File: src/rtl/mac_cmd_pkg.sv
package mac_cmd_pkg;

  // Command word bit positions (software-visible layout)
  localparam int CB_TX_EN  = 0;
  localparam int CB_TX_DIS = 1;
  localparam int CB_RX_EN  = 2;
  localparam int CB_RX_DIS = 3;
  localparam int CB_TX_RST = 4;
  localparam int CB_RX_RST = 5;
  localparam int CB_SWI    = 7;
  localparam int CB_SRST   = 8;

  localparam int ENG_N = 2;   // engine 0 = TX, engine 1 = RX

  typedef enum logic [1:0] {
    ENG_IDLE  = 2'd0,
    ENG_RUN   = 2'd1,
    ENG_DRAIN = 2'd2
  } eng_state_t;

  function automatic int en_pos(input int e);
    return (e == 0) ? CB_TX_EN : CB_RX_EN;
  endfunction

  function automatic int dis_pos(input int e);
    return (e == 0) ? CB_TX_DIS : CB_RX_DIS;
  endfunction

  function automatic int rst_pos(input int e);
    return (e == 0) ? CB_TX_RST : CB_RX_RST;
  endfunction

endpackage

File: src/rtl/mac_eng_ctl.sv
module mac_eng_ctl
  import mac_cmd_pkg::*;
(
  input  logic clk,
  input  logic rst,
  input  logic force_idle,
  input  logic flush_req,
  input  logic cmd_en,
  input  logic cmd_dis,
  input  logic pkt_busy,
  input  logic pkt_done,
  output logic active_o,
  output logic flush_o
);

  eng_state_t state;
  logic       pkt_open;

  // A packet still holds the engine if it is running and not finishing now
  assign pkt_open = pkt_busy && !pkt_done;

  always_ff @(posedge clk) begin
    if (rst) begin
      state   <= ENG_IDLE;
      flush_o <= 1'b0;
    end else begin
      flush_o <= flush_req;
      if (force_idle || flush_req) begin
        state <= ENG_IDLE;
      end else if (cmd_dis) begin
        // disable has precedence over a simultaneous enable
        state <= (state != ENG_IDLE && pkt_open) ? ENG_DRAIN : ENG_IDLE;
      end else begin
        case (state)
          ENG_IDLE:  if (cmd_en) state <= ENG_RUN;
          ENG_DRAIN: if (!pkt_open) state <= ENG_IDLE;
          default:   state <= state;
        endcase
      end
    end
  end

  assign active_o = (state != ENG_IDLE);

endmodule

File: src/rtl/mac_srst_seq.sv
module mac_srst_seq #(
  parameter int RST_CYCLES = 16
) (
  input  logic clk,
  input  logic rst,
  input  logic start,
  input  logic done_in,
  output logic busy_o
);

  localparam int CNT_W = (RST_CYCLES < 2) ? 1 : $clog2(RST_CYCLES);
  localparam logic [CNT_W-1:0] LAST = CNT_W'(RST_CYCLES - 1);

  logic [CNT_W-1:0] cnt;
  logic             seen;

  always_ff @(posedge clk) begin
    if (rst) begin
      busy_o <= 1'b0;
      cnt    <= '0;
      seen   <= 1'b0;
    end else if (start && !busy_o) begin
      busy_o <= 1'b1;
      cnt    <= '0;
      seen   <= done_in;
    end else if (busy_o) begin
      seen <= seen | done_in;
      if (cnt == LAST) begin
        if (seen || done_in) busy_o <= 1'b0;
      end else begin
        cnt <= cnt + 1'b1;
      end
    end
  end

endmodule

File: src/rtl/mac_cmd_ctrl.sv
module mac_cmd_ctrl
  import mac_cmd_pkg::*;
#(
  parameter int DATA_W     = 32,
  parameter int RST_CYCLES = 16
) (
  input  logic              clk,
  input  logic              rst,
  input  logic              wr_en,
  input  logic [DATA_W-1:0] wr_data,
  output logic [DATA_W-1:0] rd_data_o,
  input  logic              irq_mask,
  output logic              irq_o,
  input  logic              tx_busy,
  input  logic              tx_done,
  input  logic              rx_busy,
  input  logic              rx_done,
  input  logic              rst_done,
  output logic              tx_active_o,
  output logic              rx_active_o,
  output logic              tx_flush_o,
  output logic              rx_flush_o,
  output logic              soft_rst_o
);

  logic             srst_busy;
  logic             wr_ok;
  logic             srst_kick;
  logic [ENG_N-1:0] eng_busy;
  logic [ENG_N-1:0] eng_done;
  logic [ENG_N-1:0] eng_act;
  logic [ENG_N-1:0] eng_flush;
  logic             unused_bits;

  assign unused_bits = ^{wr_data[DATA_W-1:CB_SRST+1], wr_data[6]};

  // Writes landing while a soft reset runs are dropped
  assign wr_ok     = wr_en && !srst_busy;
  assign srst_kick = wr_ok && wr_data[CB_SRST];

  assign eng_busy = {rx_busy, tx_busy};
  assign eng_done = {rx_done, tx_done};

  mac_srst_seq #(.RST_CYCLES(RST_CYCLES)) u_srst (
    .clk     (clk),
    .rst     (rst),
    .start   (srst_kick),
    .done_in (rst_done),
    .busy_o  (srst_busy)
  );

  for (genvar g = 0; g < ENG_N; g++) begin : g_eng
    mac_eng_ctl u_eng (
      .clk        (clk),
      .rst        (rst),
      .force_idle (srst_busy),
      .flush_req  (srst_kick || (wr_ok && wr_data[rst_pos(g)])),
      .cmd_en     (wr_ok && wr_data[en_pos(g)]),
      .cmd_dis    (wr_ok && wr_data[dis_pos(g)]),
      .pkt_busy   (eng_busy[g]),
      .pkt_done   (eng_done[g]),
      .active_o   (eng_act[g]),
      .flush_o    (eng_flush[g])
    );
  end

  always_ff @(posedge clk) begin
    if (rst) irq_o <= 1'b0;
    else     irq_o <= wr_ok && wr_data[CB_SWI] && irq_mask;
  end

  always_comb begin
    rd_data_o           = '0;
    rd_data_o[CB_TX_EN] = eng_act[0];
    rd_data_o[CB_RX_EN] = eng_act[1];
    rd_data_o[CB_SRST]  = srst_busy;
  end

  assign tx_active_o = eng_act[0];
  assign rx_active_o = eng_act[1];
  assign tx_flush_o  = eng_flush[0];
  assign rx_flush_o  = eng_flush[1];
  assign soft_rst_o  = srst_busy;

endmodule

File: config.mk
export PLATFORM = sky130hd
export DESIGN_NAME = mac_cmd_ctrl
export DESIGN_NICKNAME = d
export VERILOG_FILES = /design/src/rtl/mac_cmd_pkg.sv /design/src/rtl/mac_eng_ctl.sv /design/src/rtl/mac_srst_seq.sv /design/src/rtl/mac_cmd_ctrl.sv
export SDC_FILE = /design/constraint.sdc
export NUM_CORES = 1
export LEC_CHECK = 0
export CORE_UTILIZATION = 27
export CTS_CLUSTER_SIZE = 14
export DETAILED_ROUTE_END_ITERATION = 8
export PLACE_DENSITY = 0.68
export SYNTH_ARGS = -nofsm -noshare
export SYNTH_HDL_FRONTEND = slang
export SYNTH_SLANG_ARGS = --single-unit
export TNS_END_PERCENT = 10
File: constraint.sdc
create_clock -name clk -period 1.7 [get_ports clk]
set_clock_uncertainty 0.05 [all_clocks]
set_input_delay 0.17 -clock clk [delete_from_list [all_inputs] [get_ports clk]]
set_output_delay 0.17 -clock clk [all_outputs]
set_load 0.1 [all_outputs]
-- Word level (Yosys, flattened, before mapping)
Index checks and enable logic that the tools add are counted.
Widths: inputs -> output; s select.
- bits in registers: 13
- bits of input ports: 41
- output and inout port bits: 38
- logic and storage cells: 70
- add/subtract/negate cells: 1
- equality and inequality tests: 7
- multiplexer cells: 16
- bitwise operators: 2
- reductions and logical operators: 36
- operator list (cell ; count):
    $mux 2 ; 8
    $logic_and 1x1->1 ; 15
    $pmux 2 s2 ; 2
    $mux 1 ; 6
    $ne 3x1->1 const B ; 2
    $ne 3x2->1 const B ; 2
    $reduce_and 3->1 ; 2
    $reduce_bool 2->1 ; 3
    $reduce_bool 3->1 ; 2
    $reduce_or 2->1 ; 3
    $logic_or 1x1->1 ; 5
    $add 4x1->4 const B ; 1
    $eq 2x2->1 const B ; 2
    $eq 4x4->1 const B ; 1
    $logic_not 2->1 ; 2
    $logic_not 1->1 ; 3
    $reduce_and 2->1 ; 1
    $not 1->1 ; 1
    $or 1x1->1 ; 1

-- Logic depth before layout (Yosys ltp)
Gate-level depths: netlist of the first run.
- word-level depth: 6
- gate-level depth with buffers: 5
- gate-level depth less buffers: 4

-- By module
Synthesis of the first run repeated with hierarchy kept, for this count alone.
- cells, all modules: 101
- area, all modules: 885.8 um^2
- modules (own cells, without submodules) (module ; instances ; cells an instance ; area each (um^2) ; sequential area each (um^2)):
    mac_cmd_ctrl ; 1 ; 43 ; 340.3 ; 20.0
    mac_eng_ctl ; 2 ; 13 ; 136.4 ; 60.1
    mac_srst_seq ; 1 ; 32 ; 272.8 ; 120.1

-- Worst setup path after synthesis of the first run
No wires, ideal clock.
- path kind: register to register
- from: register u_srst.busy_o
- to: register u_srst.cnt[0]
- library setup time: 0.070 ns
- data arrival time: 1.677 ns
- required time: 1.580 ns
- setup slack: -0.096 ns
- stages on the path, launching flop included: 5
- path buffers: 1
- period minus slack after synthesis: 1.796 ns
- cells stage by stage: dfxtp_1 -> buf_6 -> inv_4 -> or3_1 -> a21oi_1
- longest elaborated chain between the ends: 5
- elaborated cells between the ends (all ways): 6
- those cells by class: 6 x reduce/logical
- ends and longest elaborated chain (item ; RTL line ; text):
    start: declaration ; mac_srst_seq.sv:8 ; output logic busy_o
    start signal: assignment ; mac_srst_seq.sv:19 ; busy_o <= 1'b0;
    start signal: assignment ; mac_srst_seq.sv:23 ; busy_o <= 1'b1;
    start signal: assignment ; mac_srst_seq.sv:29 ; if (seen || done_in) busy_o <= 1'b0;
    $logic_not 1->1 ; mac_srst_seq.sv:22, mac_cmd_ctrl.sv:38 ;
    $logic_and 1x1->1 ; mac_cmd_ctrl.sv:38 ; assign wr_ok = wr_en && !srst_busy;
    $logic_and 1x1->1 ; mac_cmd_ctrl.sv:39 ; assign srst_kick = wr_ok && wr_data[CB_SRST];
    $logic_and 1x1->1 ; mac_srst_seq.sv:22 ; end else if (start && !busy_o) begin
    $reduce_or 2->1 (no line) ; - ;
    end signal: assignment ; mac_srst_seq.sv:31 ; cnt <= cnt + 1'b1;
    end: declaration ; mac_srst_seq.sv:14 ; logic [CNT_W-1:0] cnt;
Parallel ways exist; a longest one is shown, timed or not.
A chain may end at the register's enable or synchronous reset.

-- Worst setup path after layout of the first run
- from: register u_srst.cnt[0]
- to: register u_srst.cnt[0]
- longest elaborated chain between the ends: 3
- elaborated cells between the ends (all ways): 4
- those cells by class: 1 x add/sub; 1 x eq/ne; 1 x bitwise; 1 x reduce/logical
- ends and longest elaborated chain (item):
    branches (longest 3 deep; another with $add 4x1->4)
Parallel ways; which one is timed is not known.

==> results of run 1 <==
## metrics by stage
stage                     setup slack, ns  hold WS, ns  power (mW)  cell area, um^2  util, %
after floorplan                     0.235        0.185       0.779              968        -
after global placement              0.233        0.424       0.798             1060     34.8
after CTS                           0.321        0.408       0.991             1090     35.7
after detailed placement            0.202        0.429       0.802             1060     34.8
after global routing                0.257        0.403        1.03             1090     35.7
final                               0.334        0.415       0.983             1090     35.7
## cell type report
class                           count  area (um^2)  share of cell area, %
Multi-Input combinational cell     79          423                   38.8
Tap cell                           44         55.1                   5.05
Inverter                            5         21.3                   1.95
Sequential cell                    13          262                   24.0
Timing Repair Buffer               25          303                   27.8
Clock buffer                        4         26.3                   2.41
## worst paths after layout
check,to,slack [ns],cells after the start
max reg2reg,u_srst.cnt[0]$_SDFFE_PP0P_,0.33,4
max,u_srst.cnt[0]$_SDFFE_PP0P_,0.33,4
min reg2reg,g_eng[1].u_eng.state[1]$_SDFFE_PP0P_,0.44,2
min,irq_o$_SDFF_PP0_,0.41,2
## routing by layer
layer,track usage [%],vias to the layer above
li1,-,337
met1,10.1,297
met2,16.1,31
met3,4.18,0
met4,1.02,0
met5,0,-
## worst max-delay path, cell delays in order (launching register included)
cell and delay, ns:
dfxtp_1 0.34, ha_1 0.25, and3_4 0.20, or3_1 0.31, a21oi_1 0.15
## layout by cell type, fill, tap and decap left out
cell type / instances
conb_1: 29
clkdlybuf4s50_1: 16
dfxtp_1: 12
nand2_1: 7
buf_12: 6
nor2_1: 5
inv_1: 4
a211oi_1: 4
a21oi_1: 4
o21ai_0: 4
a31oi_1: 4
nand4_1: 3
a21o_1: 3
clkbuf_4: 3
buf_4: 3
or2_2: 2
a311oi_1: 2
nor2b_1: 2
nor3_1: 1
nor2b_4: 1
o21ai_1: 1
and3_4: 1
nand3b_1: 1
inv_4: 1
or3_1: 1
and4_1: 1
o211a_1: 1
o21ba_1: 1
ha_1: 1
clkbuf_1: 1
dfxtp_2: 1
## registers in the layout, indices dropped and copies added, names as in the netlist
signal / count
irq_o: 1
g_eng.u_eng.state: 4
g_eng.u_eng.flush_o: 2
u_srst.busy_o: 1
u_srst.seen: 1
u_srst.cnt: 4
## cells in the mapped netlist (all sizes together)
cell type / number / area share [%]
a31oi: 4 / 2.9
inv: 5 / 2.5
o211a: 1 / 1.2
conb: 1 / 0.43
nor2b: 3 / 3.0
dfxtp: 13 / 30
nand4: 3 / 2.2
nand2: 7 / 3.0
o21ba: 1 / 1.2
a21o: 3 / 2.6
nand3b: 1 / 0.87
a211oi: 4 / 3.5
nor3: 1 / 0.58
or2: 2 / 1.5
and3: 1 / 1.3
ha: 1 / 1.5
nor2: 5 / 2.2
buf: 34 / 30
o21ai: 5 / 2.9
or3: 1 / 0.73
and4: 1 / 1.0
a21oi: 4 / 2.3
a311oi: 2 / 2.0
## power by group through the flow
stage / logic (mW) / registers, mW / clock network, mW
floorplan: 0.416 / 0.362 / 0
global placement: 0.464 / 0.334 / 0
detailed placement: 0.468 / 0.334 / 0
CTS: 0.469 / 0.327 / 0.195
global route: 0.481 / 0.329 / 0.217
finish: 0.468 / 0.327 / 0.188
## cell families (layout without fill, tap and decap cells)
| logic type | after synthesis | in the layout | share of synthesized area [%] |
|---|---|---|---|
| buffers and inverters | 39 | 34 | 32.9 |
| AND/OR/NAND/NOR | 25 | 25 | 16.4 |
| AO/OA/AOI/OAI | 24 | 24 | 18.6 |
| flip-flops | 13 | 13 | 30.2 |
| adder cells (fa/ha/maj) | 1 | 1 | 1.45 |
| other | 1 | 29 | 0.435 |
==> metrics.yaml, run 1 <==
outcome:
  status: "finished, final reports clean"
routing:
  viasPerCell: 3.91
  firstDrtPassIters: 4
  drt-met1-wl_um: 603
  routed-via-count: 665
  drc: 0
  met2_length_um: 788
  ant_nets: 0
  wl_met3_um: 128
  wl_per_cell_um: 8.94
  dr.first_iter.drc_count: 15
  topRoutingLayerUsed: "met3"
  routed_wirelength_um: 1520
clock_network:
  clk_latency_ns: 0.27
  cts_made_buffers: 3
  cts_root_buf: "clkbuf_4"
  cts_resized: 0
  cts.clk_slew.worst_paths_ns: 0.08
  clk_path_buf_depth: 2
  cts_tree: "built"
  post_cts_buffers: 0
  cts_max_level: 1
  hold_buffers: 0
  cts_sinks: 13
critical_path:
  required_ns: 1.86
  critPathLaunch: "u_srst.cnt[0]$_SDFFE_PP0P_"
  worstPathMaxFanout: 4
  start_kind: "flop"
  r2r-start: "u_srst.cnt[0]$_SDFFE_PP0P_"
  endpoint_kind: "flop"
  worst-setup-path-type: "reg -> reg"
  critPathArrivalTime_ns: 1.52
timing:
  drv_slew: 0
  finalCritPeriodShare_pct: 80.3
  hold_viol_final: 0
  setup_viol: 0
  rsz0062_at_grt: "no"
  fmax_mhz: 732
  min_period_ns: 1.37
  setup-tns-final_ns: 0
global_routing:
  grt_max_degree: 12
  antenna_found_initial: 0
  track_usage_pct: 9.01
  grt_pass1_wl_um: 2370
  overflow: 0
  grt_pass1_vias: 582
pwr:
  p_comb_share_pct: 47.7
  p_int_mw: 0.485
  pwr-share-seq_pct: 33.3
  p_leak_nw: 0.460
  ir_drop_uv: 510
  p_per_area_nw_per_um2: 902
  p_clk_share_pct: 19.1
  p_sw_share_pct: 50.6
  netSwitchingPower_mw: 0.497
logic_synthesis:
  netlist_area_um2: 862
  avgSynthCellArea_um2: 8.37
  syn-instance-count: 103
  seq_area_frac_synth_pct: 30.2
  synth.distinct_cells: 27
  yosys_warnings: 0
  ys_ff_latch: 13
flow_run:
  max-cap-violations: 0
floorplanning:
  fp.dieArea_um2: 3420
  core_area_um2: 3050
  die_x_um: 58.5
  die_h_um: 58.5
  start_util_pct: 28.2
  rows: 20
  ios: 79
finish:
  area_growth_pct: 26.4
  drive_above_1_share_pct: 14.3
  nNetsFinal: 169
  final_cell_count_no_fill: 170
  num-fill-cells: 339
  antenna_cells: 0
hold_path:
  worstHoldStart: "wr_data[7]"
  hold_path_class: "in -> reg"
placed_design:
  dp.final_hpwl_um: 1240
  gp_congestion: 0.733
  dp_cells: 166
  io_buffers: 25
No activity file was read; power rests on OpenSTA's default activity.
==> run 2, diff against run 1 <==
PLACE_DENSITY = 0.71   (was 0.68)
clock period = 1.2 ns   (was 1.7 ns; I/O delays follow)
==> metrics.yaml, run 2 (same netlist as run 1, synthesis figures left out) <==
finish:
  final_common_cell: "conb_1"
  top_regs: "g_eng.u_eng.state (4), u_srst.cnt (4), g_eng.u_eng.flush_o (2)"
  antenna_cells: 0  # unchanged
  area_growth_pct: 43.8
  final_area_um2: 1240  # +14%
  final_cell_count_no_fill: 180  # +5.9%
  drive_above_1_share_pct: 27.2  # +13 points
  post-route-util_pct: 40.6  # +4.9 points
  final_cell_mix: "conb_1 (29), clkdlybuf4s50_1 (15), buf_4 (10)"
  nNetsFinal: 179  # +5.9%
  num-fill-cells: 313  # -7.7%
outcome:
  status: "finished, violations left"
  violations: "setup timing"
timing:
  min_period_ns: 1.22
  fmax_mhz: 817
  drv_slew: 0  # unchanged
  setup_viol: 5  # +5
  hold_slack_ns: 0.173  # -0.242 ns
  setup_ws_ns: -0.0246  # -0.359 ns
  finalCritPeriodShare_pct: 102
  setup-tns-final_ns: -0.104  # -0.104 ns
  hold_viol_final: 0  # unchanged
  rsz0062_at_grt: "yes"
placed_design:
  dp.final_hpwl_um: 1390  # +12%
  io_buffers: 25  # unchanged
  dp_cells: 175  # +5.4%
  dpl-instance-area_um2: 1170  # +10%
  gp_congestion: 0.824  # +12%
  place_ws_ns: -0.216  # -0.417 ns
hold_path:
  hold_path_class: "in -> reg"
  hold_depth: 2  # unchanged
  worstHoldStart: "wr_en"
  hold_path_end: "irq_o$_SDFF_PP0_"
critical_path:
  crit_chain: "or2_4, buf_12"
  worst-setup-path-type: "reg -> out"
  critPathArrivalTime_ns: 1.05  # -0.47 ns
  worstRegToRegCells: 4  # unchanged
  required_ns: 1.03  # -0.83 ns
  slowest_delay_ns: 0.34  # about the same
  r2r-start: "u_srst.cnt[0]$_SDFFE_PP0P_"
  start_kind: "flop"
  crit_path_top_delay_cell: "dfxtp_2"
  rr_endpoint: "u_srst.cnt[0]$_SDFFE_PP0P_"
  reg2reg_setup_slack_ns: -0.02  # -0.36 ns
  endpoint_kind: "primary output"
  worstPathMaxFanout: 4  # unchanged
floorplanning:
  fp.dieArea_um2: 3420  # unchanged
  ios: 79  # unchanged
  core_area_um2: 3050  # unchanged
  die_x_um: 58.5  # unchanged
  rows: 20  # unchanged
  start_util_pct: 28.2  # unchanged
  die_h_um: 58.5  # unchanged
global_routing:
  antenna_found_initial: 0  # unchanged
  track_usage_pct: 9.80  # +0.79 points
  overflow: 0  # unchanged
  grt_pass1_vias: 634  # +8.9%
  grt_max_degree: 12  # unchanged
  grt_pass1_wl_um: 2600  # +9.6%
routing:
  dr.first_iter.drc_count: 41  # +26
  ant_nets: 0  # unchanged
  viasPerCell: 4.11  # +5.1%
  drc: 0  # unchanged
  wl_per_cell_um: 9.29  # +4.0%
  firstDrtPassIters: 9  # +5
  routed_wirelength_um: 1670  # +10%
  routed-via-count: 740  # +11%
pwr:
  ir_drop_uv: 430  # -16%
  p_leak_nw: 0.528  # +15%
  p_per_area_nw_per_um2: 1160  # +29%
  finalPower_mw: 1.44  # +46%
clock_network:
  cts_sinks: 13  # unchanged
  clk_path_buf_depth: 2  # unchanged
  cts.clk_slew.worst_paths_ns: 0.08  # about the same
  cts_max_level: 1  # unchanged
  clk_latency_ns: 0.27  # about the same
  cts_root_buf: "clkbuf_4"
  hold_buffers: 0  # unchanged
  cts_tree: "built"
  cts_made_buffers: 3  # unchanged
flow_run:
  max-cap-violations: 0  # unchanged
[run 2: worst max-delay path by stage]
stage / from / to / slack, ns / cells after the start
finish: g_eng[1].u_eng.state[0]$_SDFFE_PP0P_ / rd_data_o[2] / -0.02 / 2
global route: u_srst.cnt[1]$_SDFFE_PP0P_ / u_srst.cnt[0]$_SDFFE_PP0P_ / -0.06 / 4
CTS: g_eng[0].u_eng.state[1]$_SDFFE_PP0P_ / rd_data_o[0] / -0.03 / 2
detailed placement: wr_en / g_eng[0].u_eng.state[0]$_SDFFE_PP0P_ / -0.22 / 4
global placement: wr_en / u_srst.cnt[2]$_SDFFE_PP0P_ / -0.15 / 4
floorplan: g_eng[1].u_eng.state[0]$_SDFFE_PP0P_ / rd_data_o[2] / -0.14 / 2
[run 2: per-layer routing]
layer	wire length (um)	vias to the layer above	track usage (%)	part of all wire, %
li1	-	363	-	-
met1	654	341	11.6	39
met2	893	34	17.1	53
met3	101	2	2.42	6.0
met4	23	0	3.74	1.4
met5	0	-	0	0
[run 2: layout make-up]
cell class	count	area (um^2)	share of cell area [%]
clock buffers	4	26.3	2.12
flip-flops and latches	13	270	21.8
multi-input cells	79	449	36.2
inverters	5	21.3	1.72
well taps	44	55.1	4.44
repair buffers	35	418	33.7
[run 2: power by group]
| group | switching, mW | internal (mW) | total (mW) | leakage (nW) |
|---|---|---|---|---|
| combinational | 0.557 | 0.145 | 0.702 | 0.404 |
| clock | 0.142 | 0.128 | 0.270 | 0.0150 |
| sequential | 0.0216 | 0.446 | 0.468 | 0.109 |
[run 2: worst max-delay path: cells and delay by family (launching register included)]
kind | cells | cell delay [ns]
flip-flops | 1 | 0.34
AND/OR/NAND/NOR | 1 | 0.27
buffers and inverters | 1 | 0.17
[run 2: timing repair]
action / in CTS / in global routing
endpoints found under the setup margin: 6 / 14
pin swaps: 1 / 4
buffers inserted: 0 / 1
resized for setup: 7 / 5
==> run 3, diff against run 2 <==
CORE_MARGIN = 2   (was not set)
==> metrics.yaml, run 3 (same netlist as run 1, synthesis figures left out) <==
critical_path:
  slowest_delay_ns: 0.34  # about the same
  critPathLaunch: "u_srst.cnt[1]$_SDFFE_PP0P_"
  crit_path_top_delay_cell: "dfxtp_2"
  critPathArrivalTime_ns: 1.43  # +0.38 ns
  rr_endpoint: "u_srst.cnt[0]$_SDFFE_PP0P_"
  worstPathMaxFanout: 3  # -1
  endpoint_kind: "flop"
  worst-setup-path-type: "reg -> reg"
  required_ns: 1.35  # +0.32 ns
  crit_end: "u_srst.cnt[0]$_SDFFE_PP0P_"
  crit_chain: "ha_4, and3_4, or3_4, a21oi_2"
  worstRegToRegCells: 4  # unchanged
  reg2reg_setup_slack_ns: -0.08  # -0.06 ns
  r2r-start: "u_srst.cnt[1]$_SDFFE_PP0P_"
  start_kind: "flop"
global_routing:
  antenna_found_initial: 0  # unchanged
  grt_pass1_wl_um: 2390  # -8.0%
  grt_max_degree: 12  # unchanged
  grt_pass1_vias: 598  # -5.7%
  track_usage_pct: 8.79  # -1.0 points
  overflow: 0  # unchanged
routing:
  dr.first_iter.drc_count: 11  # -73%
  drc: 0  # unchanged
  routed_wirelength_um: 1810  # +8.1%
  ant_nets: 0  # unchanged
  viasPerCell: 4.12  # +0.27%
  routed-via-count: 742  # +0.27%
  firstDrtPassIters: 4  # -5
  wl_per_cell_um: 10.1  # +8.1%
finish:
  drive_above_1_share_pct: 28.7  # +1.5 points
  top_regs: "g_eng.u_eng.state (4), u_srst.cnt (4), g_eng.u_eng.flush_o (2)"
  final_area_um2: 1250  # +0.81%
  num-fill-cells: 320  # +2.2%
  final_cell_count_no_fill: 180  # unchanged
  final_cell_mix: "conb_1 (29), clkdlybuf4s50_1 (16), buf_4 (10)"
  final_common_cell: "conb_1"
  nNetsFinal: 179  # unchanged
  area_growth_pct: 45.0
  antenna_cells: 0  # unchanged
clock_network:
  cts.clk_slew.worst_paths_ns: 0.08  # about the same
  cts_made_buffers: 3  # unchanged
  cts_root_buf: "clkbuf_4"
  cts_max_level: 1  # unchanged
  cts_sinks: 13  # unchanged
  clk_path_buf_depth: 2  # unchanged
  clk_latency_ns: 0.27  # about the same
  cts_tree: "built"
  hold_buffers: 0  # unchanged
floorplanning:
  die_x_um: 60.5  # +3.4%
  fp.dieArea_um2: 3660  # +7.0%
  die_h_um: 60.5  # +3.4%
  start_util_pct: 28.2  # unchanged
  core_area_um2: 3050  # unchanged
  rows: 20  # unchanged
  ios: 79  # unchanged
timing:
  setup_ws_ns: -0.0825  # -0.0579 ns
  finalCritPeriodShare_pct: 107  # +4.8 points
  rsz0062_at_grt: "yes"
  drv_slew: 0  # unchanged
  min_period_ns: 1.28  # +0.0579 ns
  fmax_mhz: 780  # -4.5%
  hold_viol_final: 0  # unchanged
  setup_viol: 6  # +1
placed_design:
  dp_cells: 175  # unchanged
  io_buffers: 25  # unchanged
  gp_congestion: 0.700  # -15%
  dpl-instance-area_um2: 1170  # unchanged
  dp.final_hpwl_um: 1430  # +2.6%
pwr:
  finalPower_mw: 1.44  # +0.12%
  p_per_area_nw_per_um2: 1150  # -0.68%
  p_leak_nw: 0.521  # -1.3%
  ir_drop_uv: 694  # +61%
flow_run:
  max-cap-violations: 0  # unchanged
outcome:
  status: "finished, violations left"
  violations: "setup timing"
hold_path:
  hold_path_class: "in -> reg"
[run 3: cell count changes in the layout (fill, tap and decap cells not counted)]
cell	before	now
a211oi_2	0	2
dlymetal6s2s_1	1	0
clkdlybuf4s50_1	15	16
a211oi_1	4	2
or3_1	1	0
nand2_2	1	0
or3_4	0	1
nand2_1	6	7
[run 3: metrics by stage]
step	setup TNS [ns]	setup WS [ns]	hold slack [ns]	util (%)
after floorplan	-0.616	-0.145	0.132	-
after global placement	-1.26	-0.141	0.427	38.4
after detailed placement	-1.76	-0.211	0.448	38.4
after CTS	-0.232	-0.0620	0.381	39.7
after global routing	-0.445	-0.108	0.378	40.9
final	-0.233	-0.0825	0.378	40.9
[run 3: final cells by class]
class	instances	area (um^2)	share of cell area [%]
Clock buffer	4	26.3	2.10
Tap cell	44	55.1	4.40
Inverter	5	21.3	1.70
Timing Repair Buffer	35	415	33.2
Multi-Input combinational cell	79	462	36.9
Sequential cell	13	270	21.6
[run 3: worst max-delay path, delay by kind of cell (launching register included)]
kind	cells	cell delay, ns
fa+ha+maj	1	0.16
simple gates	2	0.51
compound gates	1	0.16
flops	1	0.34
[run 3: timing repair]
| action | in CTS | in global routing |
|---|---|---|
| setup buffers | 0 | 1 |
| hold endpoints to repair | 0 | 0 |
| endpoints found under the setup margin | 5 | 10 |
| resized for setup | 5 | 8 |
| pin swaps | 1 | 2 |
[run 3: per-layer routing]
metal | GRT usage, % | wire length, um | vias to the layer above
li1 | - | - | 360
met1 | 8.31 | 617 | 350
met2 | 17.7 | 1050 | 32
met3 | 3.84 | 144 | 0
met4 | 1.24 | 0 | 0
met5 | 0 | 0 | -
[run 3: worst min-delay path by stage]
stage / startpoint / endpoint / cells after the start
2_1_floorplan: rst / u_srst.busy_o$_SDFF_PP0_ / 1
3_3_place_gp: g_eng[1].u_eng.state[1]$_SDFFE_PP0P_ / g_eng[1].u_eng.state[1]$_SDFFE_PP0P_ / 2
3_5_place_dp: g_eng[1].u_eng.state[1]$_SDFFE_PP0P_ / g_eng[1].u_eng.state[1]$_SDFFE_PP0P_ / 2
4_1_cts: wr_data[7] / irq_o$_SDFF_PP0_ / 2
5_1_grt: wr_data[7] / irq_o$_SDFF_PP0_ / 2
6_report: wr_data[7] / irq_o$_SDFF_PP0_ / 2
[run 3: report_power, final]
| group | switching (mW) | total, mW | internal, mW |
|---|---|---|---|
| Combinational | 0.559 | 0.706 | 0.147 |
| Clock | 0.139 | 0.267 | 0.129 |
| Sequential | 0.0215 | 0.467 | 0.446 |
